**config.mk**
```make
export PLATFORM = sky130hd
export DESIGN_NAME = msg_framer
export DESIGN_NICKNAME = d
export VERILOG_FILES = /design/src/rtl/msg_framer_pkg.sv /design/src/rtl/msg_len_decode.sv /design/src/rtl/msg_size_codec.sv /design/src/rtl/msg_status_reg.sv /design/src/rtl/msg_framer.sv
export SDC_FILE = /design/constraint.sdc
export NUM_CORES = 1
export LEC_CHECK = 0
export BUFFER_PORTS_ARGS = -buffer_cell sky130_fd_sc_hd__buf_2
export CAP_MARGIN = 25
export CORE_ASPECT_RATIO = 2
export CORE_MARGIN = 2
export CORE_UTILIZATION = 52
export CTS_BUF_LIST = sky130_fd_sc_hd__clkbuf_16
export CTS_CLUSTER_DIAMETER = 150
export DETAILED_ROUTE_END_ITERATION = 12
export GPL_TIMING_DRIVEN = 0
export PLACE_DENSITY = 0.78
export SLEW_MARGIN = 40
export SYNTH_ARGS = -nofsm -noshare
export SYNTH_HDL_FRONTEND = slang
export SYNTH_HIERARCHICAL = 1
export SYNTH_SLANG_ARGS = --single-unit
export TNS_END_PERCENT = 10
```
**constraint.sdc**
```tcl
create_clock -name clk -period 1.93 [get_ports clk]
set_clock_uncertainty 0.15 [all_clocks]
set_input_delay 0.0965 -clock clk [delete_from_list [all_inputs] [get_ports clk]]
set_output_delay 0.0965 -clock clk [all_outputs]
set_load 0.02 [all_outputs]
```
**src/rtl/msg_framer_pkg.sv**
```systemverilog
package msg_framer_pkg;
    localparam int BYTE_W    = 8;
    localparam int CNT_W     = 3;
    localparam int CHK_W     = 15;
    localparam int CHK_SHORT = 7;
    localparam int BCNT_W    = 4;
    localparam int LEFT_W    = 4;
    localparam int STAT_W    = 3;

    typedef enum logic [2:0] {
        PH_IDLE,
        PH_SIZE,
        PH_DATA,
        PH_CHK,
        PH_END
    } phase_t;

    typedef enum logic [1:0] {
        OP_STAT = 2'b00,
        OP_RX   = 2'b01,
        OP_TX   = 2'b10,
        OP_RSV  = 2'b11
    } op_t;

    typedef struct packed {
        phase_t              phase;
        logic                txm;
        logic                sof;
        logic [CHK_W-1:0]    sh;
        logic [BCNT_W-1:0]   bcnt;
        logic [LEFT_W-1:0]   left;
        logic                dp;
        logic                ser;
        logic                busy;
        logic [BYTE_W-1:0]   rxd;
    } core_t;
endpackage

```
**src/rtl/msg_len_decode.sv**
```systemverilog
module msg_len_decode #(
    parameter int LEFT_W = 4
) (
    input  logic [1:0]        len_code,
    output logic              var_len,
    output logic [LEFT_W-1:0] fixed_cnt
);
    always_comb begin
        var_len   = 1'b0;
        fixed_cnt = '0;
        case (len_code)
            2'b01:   fixed_cnt = LEFT_W'(2);
            2'b10:   fixed_cnt = LEFT_W'(4);
            2'b11:   fixed_cnt = LEFT_W'(6);
            default: var_len   = 1'b1;
        endcase
    end
endmodule

```
**src/rtl/msg_size_codec.sv**
```systemverilog
module msg_size_codec #(
    parameter int CNT_W = 3
) (
    input  logic [CNT_W-1:0]       cnt_in,
    output logic [2*(CNT_W+1)-1:0] size_out,
    input  logic [2*(CNT_W+1)-1:0] size_in,
    output logic [CNT_W-1:0]       cnt_out,
    output logic                   size_ok
);
    logic             par_tx;
    logic [CNT_W-1:0] lo_cnt;
    logic [CNT_W-1:0] hi_cnt;
    logic             lo_par;
    logic             hi_par;

    always_comb begin
        par_tx   = ^cnt_in;
        size_out = {par_tx, cnt_in, par_tx, cnt_in};
        lo_cnt   = size_in[CNT_W-1:0];
        lo_par   = size_in[CNT_W];
        hi_cnt   = size_in[2*CNT_W:CNT_W+1];
        hi_par   = size_in[2*CNT_W+1];
        cnt_out  = lo_cnt;
        size_ok  = (hi_cnt == lo_cnt) && (lo_par == ^lo_cnt) && (hi_par == ^lo_cnt);
    end
endmodule

```
**src/rtl/msg_status_reg.sv**
```systemverilog
module msg_status_reg #(
    parameter int STAT_W = 3
) (
    input  logic              clk,
    input  logic              rst,
    input  logic [STAT_W-1:0] set_bits,
    output logic [STAT_W-1:0] status,
    output logic              err
);
    logic [STAT_W-1:0] status_d, status_q;

    always_comb begin
        status_d = status_q | set_bits;
    end

    always_ff @(posedge clk) begin
        if (rst) status_q <= '0;
        else     status_q <= status_d;
    end

    assign status = status_q;
    assign err    = |status_q;


    status_sticky_chk: assert property (@(posedge clk) disable iff (rst)
        (status_q & $past(status_q)) == $past(status_q));
endmodule

```
**src/rtl/msg_framer.sv**
```systemverilog
module msg_framer
    import msg_framer_pkg::*;
#(
    parameter int DATA_W  = BYTE_W,
    parameter int CHKF_W  = CHK_W,
    parameter int CHKF_SH = CHK_SHORT
) (
    input  logic              clk,
    input  logic              rst,
    input  logic [1:0]        op_sel,
    input  logic              async_mode,
    input  logic [1:0]        len_code,
    input  logic              long_chk,
    input  logic              start,
    input  logic              bit_tick,
    input  logic              rx_bit,
    input  logic              rx_bit_bad,
    input  logic [DATA_W-1:0] tx_byte,
    input  logic [CHKF_W-1:0] chk_tx,
    input  logic [CHKF_W-1:0] chk_rx,
    output logic [DATA_W-1:0] bus_out,
    output logic              data_pulse,
    output logic              busy,
    output logic              err,
    output logic              ser_out
);
    localparam logic [CHKF_W-1:0] SHORT_MASK = {{(CHKF_W-CHKF_SH){1'b0}}, {CHKF_SH{1'b1}}};
    localparam logic [BCNT_W-1:0] BYTE_LAST  = BCNT_W'(DATA_W - 1);
    localparam logic [BCNT_W-1:0] LONG_LAST  = BCNT_W'(CHKF_W - 1);
    localparam logic [BCNT_W-1:0] SHORT_LAST = BCNT_W'(CHKF_SH - 1);
    localparam core_t CORE_RST = '{phase: PH_IDLE, txm: 1'b0, sof: 1'b0, sh: '0,
                                   bcnt: '0, left: '0, dp: 1'b0, ser: 1'b1,
                                   busy: 1'b0, rxd: '0};

    core_t core_d, core_q;

    logic              var_len;
    logic [LEFT_W-1:0] fixed_cnt;
    logic [DATA_W-1:0] size_enc;
    logic [DATA_W-1:0] rx_byte;
    logic [CNT_W-1:0]  rx_cnt;
    logic              size_ok;
    logic [STAT_W-1:0] set_bits;
    logic [STAT_W-1:0] status;
    logic              is_tx, is_rx;
    logic [CHKF_W-1:0] chk_mask;
    logic [BCNT_W-1:0] chk_last;
    logic [CHKF_W-1:0] chk_full;
    logic [CHKF_W-1:0] chk_got;

    msg_len_decode #(.LEFT_W(LEFT_W)) u_len (
        .len_code (len_code),
        .var_len  (var_len),
        .fixed_cnt(fixed_cnt)
    );

    msg_size_codec #(.CNT_W(CNT_W)) u_size (
        .cnt_in  (tx_byte[CNT_W-1:0]),
        .size_out(size_enc),
        .size_in (rx_byte),
        .cnt_out (rx_cnt),
        .size_ok (size_ok)
    );

    msg_status_reg #(.STAT_W(STAT_W)) u_stat (
        .clk     (clk),
        .rst     (rst),
        .set_bits(set_bits),
        .status  (status),
        .err     (err)
    );

    always_comb begin
        is_tx    = (op_sel == OP_TX);
        is_rx    = (op_sel == OP_RX);
        chk_mask = long_chk ? {CHKF_W{1'b1}} : SHORT_MASK;
        chk_last = long_chk ? LONG_LAST : SHORT_LAST;
        rx_byte  = {rx_bit, core_q.sh[DATA_W-1:1]};
        chk_full = {rx_bit, core_q.sh[CHKF_W-1:1]};
        chk_got  = long_chk ? chk_full : (chk_full >> (CHKF_W - CHKF_SH));
    end

    always_comb begin
        core_d   = core_q;
        core_d.dp = 1'b0;
        set_bits = '0;
        if (core_q.phase == PH_IDLE) begin
            core_d.ser  = 1'b1;
            core_d.busy = 1'b0;
            if ((is_tx && start) ||
                (is_rx && (async_mode ? (bit_tick && !rx_bit) : start))) begin
                core_d.busy  = 1'b1;
                core_d.txm   = is_tx;
                core_d.dp    = is_tx;
                core_d.sof   = is_tx && async_mode;
                core_d.bcnt  = '0;
                core_d.sh    = '0;
                core_d.left  = fixed_cnt;
                core_d.phase = var_len ? PH_SIZE : PH_DATA;
            end
        end else begin
            if (core_q.txm && core_q.dp) begin
                if (core_q.phase == PH_SIZE) begin
                    core_d.sh   = CHKF_W'(size_enc);
                    core_d.left = LEFT_W'(tx_byte[CNT_W-1:0]) + LEFT_W'(1);
                end else begin
                    core_d.sh = CHKF_W'(tx_byte);
                end
            end
            if (bit_tick && core_q.txm) begin
                if (core_q.sof) begin
                    core_d.ser = 1'b0;
                    core_d.sof = 1'b0;
                end else if (core_q.phase == PH_END) begin
                    core_d.ser   = 1'b1;
                    core_d.busy  = 1'b0;
                    core_d.phase = PH_IDLE;
                end else begin
                    core_d.ser  = core_q.sh[0];
                    core_d.sh   = core_q.sh >> 1;
                    core_d.bcnt = core_q.bcnt + BCNT_W'(1);
                    if (core_q.phase == PH_CHK) begin
                        if (core_q.bcnt == chk_last) core_d.phase = PH_END;
                    end else if (core_q.bcnt == BYTE_LAST) begin
                        core_d.bcnt = '0;
                        if (core_q.phase == PH_SIZE) begin
                            core_d.phase = PH_DATA;
                            core_d.dp    = 1'b1;
                        end else if (core_q.left == LEFT_W'(1)) begin
                            core_d.phase = PH_CHK;
                            core_d.sh    = chk_tx & chk_mask;
                        end else begin
                            core_d.left = core_q.left - LEFT_W'(1);
                            core_d.dp   = 1'b1;
                        end
                    end
                end
            end else if (bit_tick) begin
                if (async_mode && rx_bit_bad) set_bits[0] = 1'b1;
                core_d.bcnt = core_q.bcnt + BCNT_W'(1);
                if (core_q.phase == PH_CHK) begin
                    core_d.sh = chk_full;
                    if (core_q.bcnt == chk_last) begin
                        if (chk_got != (chk_rx & chk_mask)) set_bits[1] = 1'b1;
                        core_d.phase = PH_IDLE;
                        core_d.busy  = 1'b0;
                    end
                end else begin
                    core_d.sh = CHKF_W'(rx_byte);
                    if (core_q.bcnt == BYTE_LAST) begin
                        core_d.bcnt = '0;
                        if (core_q.phase == PH_SIZE) begin
                            if (!size_ok) set_bits[2] = 1'b1;
                            core_d.left  = LEFT_W'(rx_cnt) + LEFT_W'(1);
                            core_d.phase = PH_DATA;
                        end else begin
                            core_d.rxd = rx_byte;
                            core_d.dp  = 1'b1;
                            if (core_q.left == LEFT_W'(1)) begin
                                core_d.phase = PH_CHK;
                                core_d.sh    = '0;
                            end else begin
                                core_d.left = core_q.left - LEFT_W'(1);
                            end
                        end
                    end
                end
            end
        end
    end

    always_ff @(posedge clk) begin
        if (rst) core_q <= CORE_RST;
        else     core_q <= core_d;
    end

    assign data_pulse = core_q.dp;
    assign busy       = core_q.busy;
    assign ser_out    = core_q.ser;
    assign bus_out    = (is_tx || is_rx) ? core_q.rxd
                                         : {{(DATA_W-STAT_W){1'b0}}, status};


    dp_single_chk: assert property (@(posedge clk) disable iff (rst)
        data_pulse |=> !data_pulse);

    dp_in_msg_chk: assert property (@(posedge clk) disable iff (rst)
        data_pulse |-> busy);

    idle_line_chk: assert property (@(posedge clk) disable iff (rst)
        !busy |-> ser_out);

    busy_cause_chk: assert property (@(posedge clk) disable iff (rst)
        $rose(busy) |-> ($past(start) || $past(bit_tick)));

    stat_no_start_chk: assert property (@(posedge clk) disable iff (rst)
        (!busy && !is_tx && !is_rx) |=> !busy);
endmodule

```
==> impl_metrics.ini, run 1 <==
[run_status]
status = finished with violations
violations = setup timing

[drt]
drtAntennaViolNets = 0
num_vias = 4248
drc = 0
drt-pass1-iter-count = 6
drt-initial-drc-count = 374
avgViaCountPerCell = 6.57
routed_wl_um = 13800
wl_per_cell_um = 21.3

[floorplanning]
die_h_um = 121
fp.coreArea_um2 = 6620
dieArea_um2 = 7610
fp.dieW_um = 62.7
pin_count = 62
start_util = 0.541
rows = 42

[synthesis]
synth_common_cells = nand2_1, dfxtp_1, a21oi_1
synth_cell_types = 65
syn_area_per_cell_um2 = 7.57
synth_async_sr_flop_share = 0
synth.top_cells.by_area = dfxtp_1, mux2i_1, nand2_1, a21oi_1, nand3_1
yosysSeqAreaShare = 0.235
synth-edff-count = 0
ys_ff_latch = 42
syn_inst = 473
synth_area_um2 = 3580
yosysWarnings = 6
yosysTopAreaCell = dfxtp_1
yosysMostFrequentCell = nand2_1
synthFlopType = dfxtp_1
synth.top_cell.area_share = 0.235

[sta]
holdWs_ns = 0.0169
fmax_mhz = 494
rsz0062_at_grt = yes
period_share = 1.05
drv_slew = 0
setup_violations = 18
layout_setup_ws_ns = -0.0949
finalCriticalPeriod_ns = 2.02
worst_pin_slew_ns = 0.693
relSlewSlack = 0.538
finalSetupTns_ns = -0.853
finalHoldViolCount = 0

[grt]
antenna_found_initial = 0
grt_pass1_wl_um = 21200
grt_max_degree = 14
grt_pass1_vias = 4328
gr-usage-all-layers = 0.363
overflow = 0

[clock_network]
cts_buffers = 5
cts.sinks = 42
clk_transition_reported_paths_ns = 0.07
root_buffer = clkbuf_16
clk-insertion-delay-late_ns = 0.29
clockBufferDepth = 2
cts_tree = built
cts_max_level = 2

[critical_path]
arrival_ns = 2.06
startpoint = core_q[38]
critical_path_peak_fanout = 10
cp-end-kind = flip-flop
r2r-start = core_q[38]
critPathLaunchType = flip-flop
critical_path_class = reg -> reg
cp.required_ns = 1.97

[job]
maxCapViolations = 0

[finish]
drive_gt1_frac = 0.329
syn_to_final_growth_pct = 29.4
final_core_util = 0.700
nets = 616
insertedDiodeCount = 0

[pwr]
p_per_area_nw_per_um2 = 483
leakage_nw = 1.79
irDropWorstVdd_mv = 0.474

[placed_design]
dp.final_hpwl_um = 9930
gp_congestion = 0.998
io_buffers = 59

[hold_path]
hp-class = in -> reg
min_from = chk_tx[14]
## final cells by class
class | instances | area (um2)
fillers | 566 | 1990
clock buffers | 5 | 125
inverters | 14 | 52.6
clock inverters | 3 | 16.3
plain buffers | 44 | 298
flip-flops and latches | 42 | 863
repair buffers | 80 | 480
well taps | 88 | 110
multi-input cells | 371 | 2690
## flip-flops by register name, summed over array words and instances, names as in the netlist
register	cells
busy	1
chk_full	14
core_q	22
data_pulse	1
ser_out	1
u_stat/status	3
## metal layers
metal	vias to the layer above	GRT usage	wire [um]
met1	1969	0.363	4600
li1	1900	-	-
met5	-	0	0
met3	94	0.0482	1010
met2	285	0.640	6920
met4	0	0.326	1220
## cells by family after synthesis
kind of cell | count (synthesis) | share of synthesized area
mux | 26 | 0.0741
fa+ha+maj | 8 | 0.0280
simple gates | 171 | 0.254
other cells | 1 | 0.00105
compound gates | 139 | 0.261
buf+inv | 61 | 0.0825
xor+xnor | 25 | 0.0650
flops | 42 | 0.235
## path summary, 6_finish.rpt
kind / endpoint / slack (ns) / cells past startpoint
worst max register to register: chk_full[2] / -0.09 / 7
worst min-delay path: chk_full[13] / 0.02 / 3
worst max-delay path: chk_full[2] / -0.09 / 7
worst min register to register: busy / 0.33 / 2
## stage by stage
| stage | setup slack [ns] | instances | power (mW) | area [um2] |
|---|---|---|---|---|
| final | -0.0949 | 647 | 2.24 | 4630 |
| after global routing | -0.178 | 647 | 2.30 | 4630 |
| after CTS | -0.0801 | 646 | 2.21 | 4550 |
| after detailed placement | -0.625 | 621 | 1.34 | 4000 |
| after global placement | -0.634 | 621 | 1.33 | 4000 |
| after floorplan | -0.00920 | 474 | 1.19 | 3590 |
## critical path: stages, from the launching register on
cell	delay [ns]
dfxtp_2	0.34
buf_6	0.14
or3b_4	0.43
buf_6	0.17
nand2_1	0.10
a21oi_1	0.08
a211o_1	0.26
a32o_1	0.25
## what timing repair did
| item | 4_1_cts | 5_1_grt |
|---|---|---|
| gates resized for setup | 70 | 22 |
| hold buffers | 1 | 0 |
| pin swaps | 15 | 15 |
| hold endpoints to repair | 3 | 0 |
| buffers inserted | 18 | 2 |
| setup endpoints to repair | 42 | 36 |
## power by group
part	switching, mW	internal (mW)	total [mW]	leakage [nW]
clock network	0.384	0.474	0.858	0.0672
registers	0.0331	0.881	0.914	0.346
logic	0.263	0.203	0.466	1.38
## placed cells by master, fill, tap and decap left out, types with 6 or more instances in the layout
master     n
buf_2     65
nand2_1   50
buf_4     34
dfxtp_1   32
a21oi_1   29
nand3_1   28
nor2_1    24
mux2i_1   22
o21ai_1   16
a31oi_1   16
xnor2_1   15
inv_1     12
clkbuf_1  10
xor2_1     9
o21ai_0    8
a221oi_1   8
a211o_1    7
nor2b_1    6
nor4_1     6
a21oi_2    6
o31ai_1    6
dfxtp_2    6
Power figures use the tool's default switching activity.
==> run 2, diff against run 1 <==
--- a/config.mk
+++ b/config.mk
@@ -14,6 +14,7 @@
 export CTS_CLUSTER_DIAMETER = 150
 export DETAILED_ROUTE_END_ITERATION = 12
 export GPL_TIMING_DRIVEN = 0
+export HOLD_SLACK_MARGIN = 0.05
 export PLACE_DENSITY = 0.78
 export SLEW_MARGIN = 40
 export SYNTH_ARGS = -nofsm -noshare
==> constraint.sdc (replaced) <==
create_clock -name clk -period 1.7 [get_ports clk]
set_clock_uncertainty 0.15 [all_clocks]
set_input_delay 0.085 -clock clk [delete_from_list [all_inputs] [get_ports clk]]
set_output_delay 0.085 -clock clk [all_outputs]
set_load 0.02 [all_outputs]
==> run 2 against run 1 <==
The run still ends with setup timing left. Highest routed layer unchanged. Critical path type unchanged. First-iteration DRC count up 23%. Largest cell class unchanged. Total power up 15%. Routed wire length down 0.17%. Sequential power up 14%. Via count down 0.75%. Clock power up 15%.
==> impl_metrics.ini, run 2 (synthesized netlist as in run 1, its figures left out) <==
[finish]
insertedDiodeCount = 0
syn_to_final_growth_pct = 31.7
largest_reg_flops = 22
fillers = 557
mostFrequentLayoutCell = buf_2
register_area_um2 = 871
largest-register = core_q
final_cells = 652
layout_common_cells = buf_2, nand2_1, buf_4, a21oi_1, dfxtp_1
final_area_um2 = 4720
drive_gt1_frac = 0.330
nets = 621
multiInputGateArea_um2 = 2680

[clock_network]
cts_buffers = 5
cts_max_level = 2
clk_transition_reported_paths_ns = 0.07
root_buffer = clkbuf_16
cts_tree = built
clockBufferDepth = 2
clk-insertion-delay-late_ns = 0.29
cts.sinks = 42

[sta]
finalHoldViolCount = 0
fmax_mhz = 496
period_share = 1.19
rsz0062_at_grt = yes
worst_pin_slew_ns = 0.666
relSlewSlack = 0.556
setup_violations = 40
layout_setup_ws_ns = -0.317
finalCriticalPeriod_ns = 2.02
drv_slew = 0

[drt]
wl_per_cell_um = 21.1
drt-pass1-iter-count = 6
drtAntennaViolNets = 0
num_vias = 4216
drt-initial-drc-count = 460
routed_wl_um = 13700
drc = 0
avgViaCountPerCell = 6.47

[hold_path]
min_path_cells = 4
hp-class = in -> reg

[placed_design]
dp_cells = 621
gp_congestion = 1.02
dpl-instance-area_um2 = 4080
dp.final_hpwl_um = 10000
io_buffers = 59

[critical_path]
r2r_cells = 8
arrival_ns = 2.05
critical_path_peak_fanout = 4
critPathLaunchType = flip-flop
cp-end-kind = flip-flop
critical_path_class = reg -> reg
cp.required_ns = 1.74

[pwr]
p_per_area_nw_per_um2 = 543
irDropWorstVdd_mv = 0.560
total_power_mw = 2.56
leakage_nw = 1.84

[grt]
antenna_found_initial = 0
grt_pass1_wl_um = 20900
grt_max_degree = 14
grt_pass1_vias = 4235
gr-usage-all-layers = 0.358
overflow = 0

[floorplanning]
start_util = 0.541
die_h_um = 121
dieArea_um2 = 7610
fp.dieW_um = 62.7
pin_count = 62
rows = 42
fp.coreArea_um2 = 6620

[job]
maxCapViolations = 0

[run_status]
status = finished with violations
violations = setup timing
[run 2: cell count changes in the layout (fill, tap and decap cells not counted), moves of 3 or more]
cell,delta
dlygate4sd3_1,+6
clkbuf_2,+3
buf_6,+5
buf_4,-4
clkbuf_1,-3
[run 2: path summary, 6_finish.rpt]
kind	slack [ns]	start	to
worst min-delay path	0.05	chk_tx[6]	chk_full[5]
worst max-delay path	-0.32	core_q[12]	chk_full[6]
worst min register to register	0.33	ser_out	ser_out
worst max register to register	-0.32	core_q[12]	chk_full[6]
[run 2: layout make-up]
class / instances / share of cell area
multi-input combinational: 371 / 0.568
sequential: 42 / 0.185
timing repair buffer: 83 / 0.107
buffer: 46 / 0.0756
clock buffer: 5 / 0.0265
tap: 88 / 0.0233
inverter: 14 / 0.0111
clock inverter: 3 / 0.00371
[run 2: layer usage]
layer  global-route usage  vias up  routed length (um)
li1                     -     1915                   -
met1                0.343     1956                4600
met2                0.651      256                7090
met3               0.0510       89                 830
met4                0.319        0                1220
met5                    0        -                   0
[run 2: through the flow]
stage	worst slack, ns	setup TNS (ns)	util	hold slack (ns)
2_1_floorplan	-0.159	-3.49	-	0.0818
3_3_place_gp	-0.844	-17.60	0.615	0.238
3_5_place_dp	-0.794	-18.10	0.615	0.248
4_1_cts	-0.267	-6.05	0.696	0.0562
5_1_grt	-0.581	-9.71	0.712	0.0845
6_report	-0.317	-7.10	0.712	0.0459
[run 2: worst max-delay path: stages, from the launching register on]
cell,delay (ns)
dfxtp_2,0.33
inv_2,0.07
ha_4,0.12
nor3b_4,0.25
and3_1,0.21
buf_6,0.12
mux2i_1,0.23
o211ai_1,0.13
a311oi_1,0.32
[run 2: timing repair]
action / 4_1_cts / 5_1_grt
endpoints found under the setup margin: 42 / 41
setup buffers: 14 / 2
gates resized for setup: 67 / 22
pin swaps: 18 / 10
cloned: 0 / 1
hold buffers: 7 / 0
hold endpoints to repair: 8 / 0
[run 2: power by group]
part | internal [mW] | total, mW | leakage [nW] | switching (mW)
sequential | 0.998 | 1.04 | 0.347 | 0.0379
clock | 0.541 | 0.985 | 0.0750 | 0.445
combinational | 0.245 | 0.542 | 1.42 | 0.297
total | 1.78 | 2.56 | 1.84 | 0.779
==> run 3, diff against run 2 <==
--- a/config.mk
+++ b/config.mk
@@ -9,13 +9,13 @@
 export CAP_MARGIN = 25
 export CORE_ASPECT_RATIO = 2
 export CORE_MARGIN = 2
-export CORE_UTILIZATION = 52
+export CORE_UTILIZATION = 49
 export CTS_BUF_LIST = sky130_fd_sc_hd__clkbuf_16
 export CTS_CLUSTER_DIAMETER = 150
 export DETAILED_ROUTE_END_ITERATION = 12
 export GPL_TIMING_DRIVEN = 0
 export HOLD_SLACK_MARGIN = 0.05
-export PLACE_DENSITY = 0.78
+export PLACE_DENSITY = 0.74
 export SLEW_MARGIN = 40
 export SYNTH_ARGS = -nofsm -noshare
 export SYNTH_HDL_FRONTEND = slang
==> run 3 against run 2 <==
Largest power group unchanged. Die area up 5.8%. Sequential power about the same. Total power up 1.9%. Largest cell class unchanged. The flow still finishes with violations (setup timing).
==> impl_metrics.ini, run 3 (synthesized netlist as in run 1, its figures left out) <==
[hold_path]
min_from = tx_byte[4]
hp-class = in -> reg

[clock_network]
clk_transition_reported_paths_ns = 0.07
clk-insertion-delay-late_ns = 0.30
cts_buffers = 5
clockBufferDepth = 2
root_buffer = clkbuf_16
cts.sinks = 42
cts_tree = built
cts_max_level = 2

[placed_design]
dpl-instance-area_um2 = 4080
dp_cells = 625
io_buffers = 59
gp_congestion = 0.984
post-place-ws_ns = -0.760
dp.final_hpwl_um = 8840

[drt]
drt-initial-drc-count = 552
wl_per_cell_um = 19.2
num_vias = 4193
drt-pass1-iter-count = 5
drc = 0
routed_wl_um = 12700
avgViaCountPerCell = 6.35
drtAntennaViolNets = 0

[floorplanning]
rows = 44
pin_count = 62
fp.coreArea_um2 = 7160
die_h_um = 125
start_util = 0.500
dieArea_um2 = 8050
fp.dieW_um = 64.5

[pwr]
leakage_nw = 1.83
total_power_mw = 2.61
irDropWorstVdd_mv = 0.586
p_per_area_nw_per_um2 = 554

[critical_path]
r2r_cells = 10
critPathBufInv = 4
critPathLaunchType = flip-flop
crit_slowest_cell = dfxtp_2
r2r-start = core_q[12]
cp_top_family = simple AND/OR/NAND/NOR gates
critical_path_peak_fanout = 8
max_stage_delay_ns = 0.33
ff2ff_setup_slack_ns = -0.36
cp.required_ns = 1.78
rr_endpoint = core_q[19]
worstPathCellList = inv_2 > ha_4 > nor3b_4 > and3_1 > buf_6 > buf_8 > buf_4 > nand3_1 > a21o_1 > a31oi_1
crit_end = core_q[19]
arrival_ns = 2.14
critical_path_class = reg -> reg
startpoint = core_q[12]
cp.depth = 10
cp-end-kind = flip-flop

[grt]
overflow = 0
grt_max_degree = 17
grt_pass1_vias = 4061
gr-usage-all-layers = 0.317
grt_pass1_wl_um = 20100
antenna_found_initial = 0

[finish]
insertedDiodeCount = 0
largest-register = core_q
syn_to_final_growth_pct = 31.6
mostFrequentLayoutCell = buf_2
nets = 625
final_core_util = 0.658
drive_gt1_frac = 0.315
final_area_um2 = 4710
final_cells = 660
largest_reg_flops = 22
layout_common_cells = buf_2, nand2_1, a21oi_1, buf_4, dfxtp_1
fillers = 638

[sta]
worst_pin_slew_ns = 0.753
layout_setup_ws_ns = -0.360
holdWs_ns = 0.0550
finalHoldViolCount = 0
relSlewSlack = 0.494
fmax_mhz = 485
period_share = 1.21
finalSetupTns_ns = -8.44
rsz0062_at_grt = yes
setup_violations = 37
finalCriticalPeriod_ns = 2.06
drv_slew = 0

[run_status]
violations = setup timing
status = finished with violations

[job]
maxCapViolations = 0
==> run 3: changes by cell type in the layout (fill, tap and decap cells not counted), sizes merged <==
cell,delta
buf,-1
clkbuf,+2
clkinv,-1
dlygate4sd3,+3
inv,+1
==> run 3: repair_timing <==
action / CTS / global route
pin swaps: 24 / 9
buffers inserted: 16 / 2
gates resized for setup: 54 / 18
endpoints found under the hold margin: 12 / 0
hold buffers: 10 / 0
endpoints found under the setup margin: 42 / 41
==> run 3: worst min-delay path, delay by kind of cell <==
| family | cells | cell delay, ns |
|---|---|---|
| and+or+nand+nor | 3 | 0.19 |
| buffers and inverters | 1 | 0.09 |
| AOI/OAI and AO/OA | 1 | 0.07 |
==> run 3: final cells by class <==
type                    count  area, um2  area share
clock buffers               5        125      0.0266
inverters                  14       52.6      0.0112
well taps                  92        115      0.0244
clock inverters             3       28.8     0.00611
flip-flops and latches     42        867       0.184
repair buffers             87        543       0.115
plain buffers              46        338      0.0717
multi-input cells         371       2640       0.561
==> run 3: worst min path at each step <==
| stage | endpoint | depth (start not counted) |
|---|---|---|
| global route | chk_full[4] | 5 |
| detailed placement | u_stat/status[0] | 2 |
| finish | chk_full[3] | 5 |
| global placement | core_q[34] | 3 |
| CTS | chk_full[5] | 5 |
| floorplan | core_q[7] | 2 |
==> run 3: per-layer routing <==
metal  share of wire  routed length [um]  vias up  global-route usage
met5               0                   0        -                   0
met4           0.060                 757        0               0.183
met3           0.065                 823       68              0.0470
met2            0.49                6170      224               0.531
met1            0.39                4930     1975               0.375
li1                -                   -     1926                   -
==> run 3: where the power goes <==
group	total (mW)	internal [mW]	switching, mW
clock	1.04	0.564	0.481
sequential	1.04	0.999	0.0366
combinational	0.532	0.247	0.284
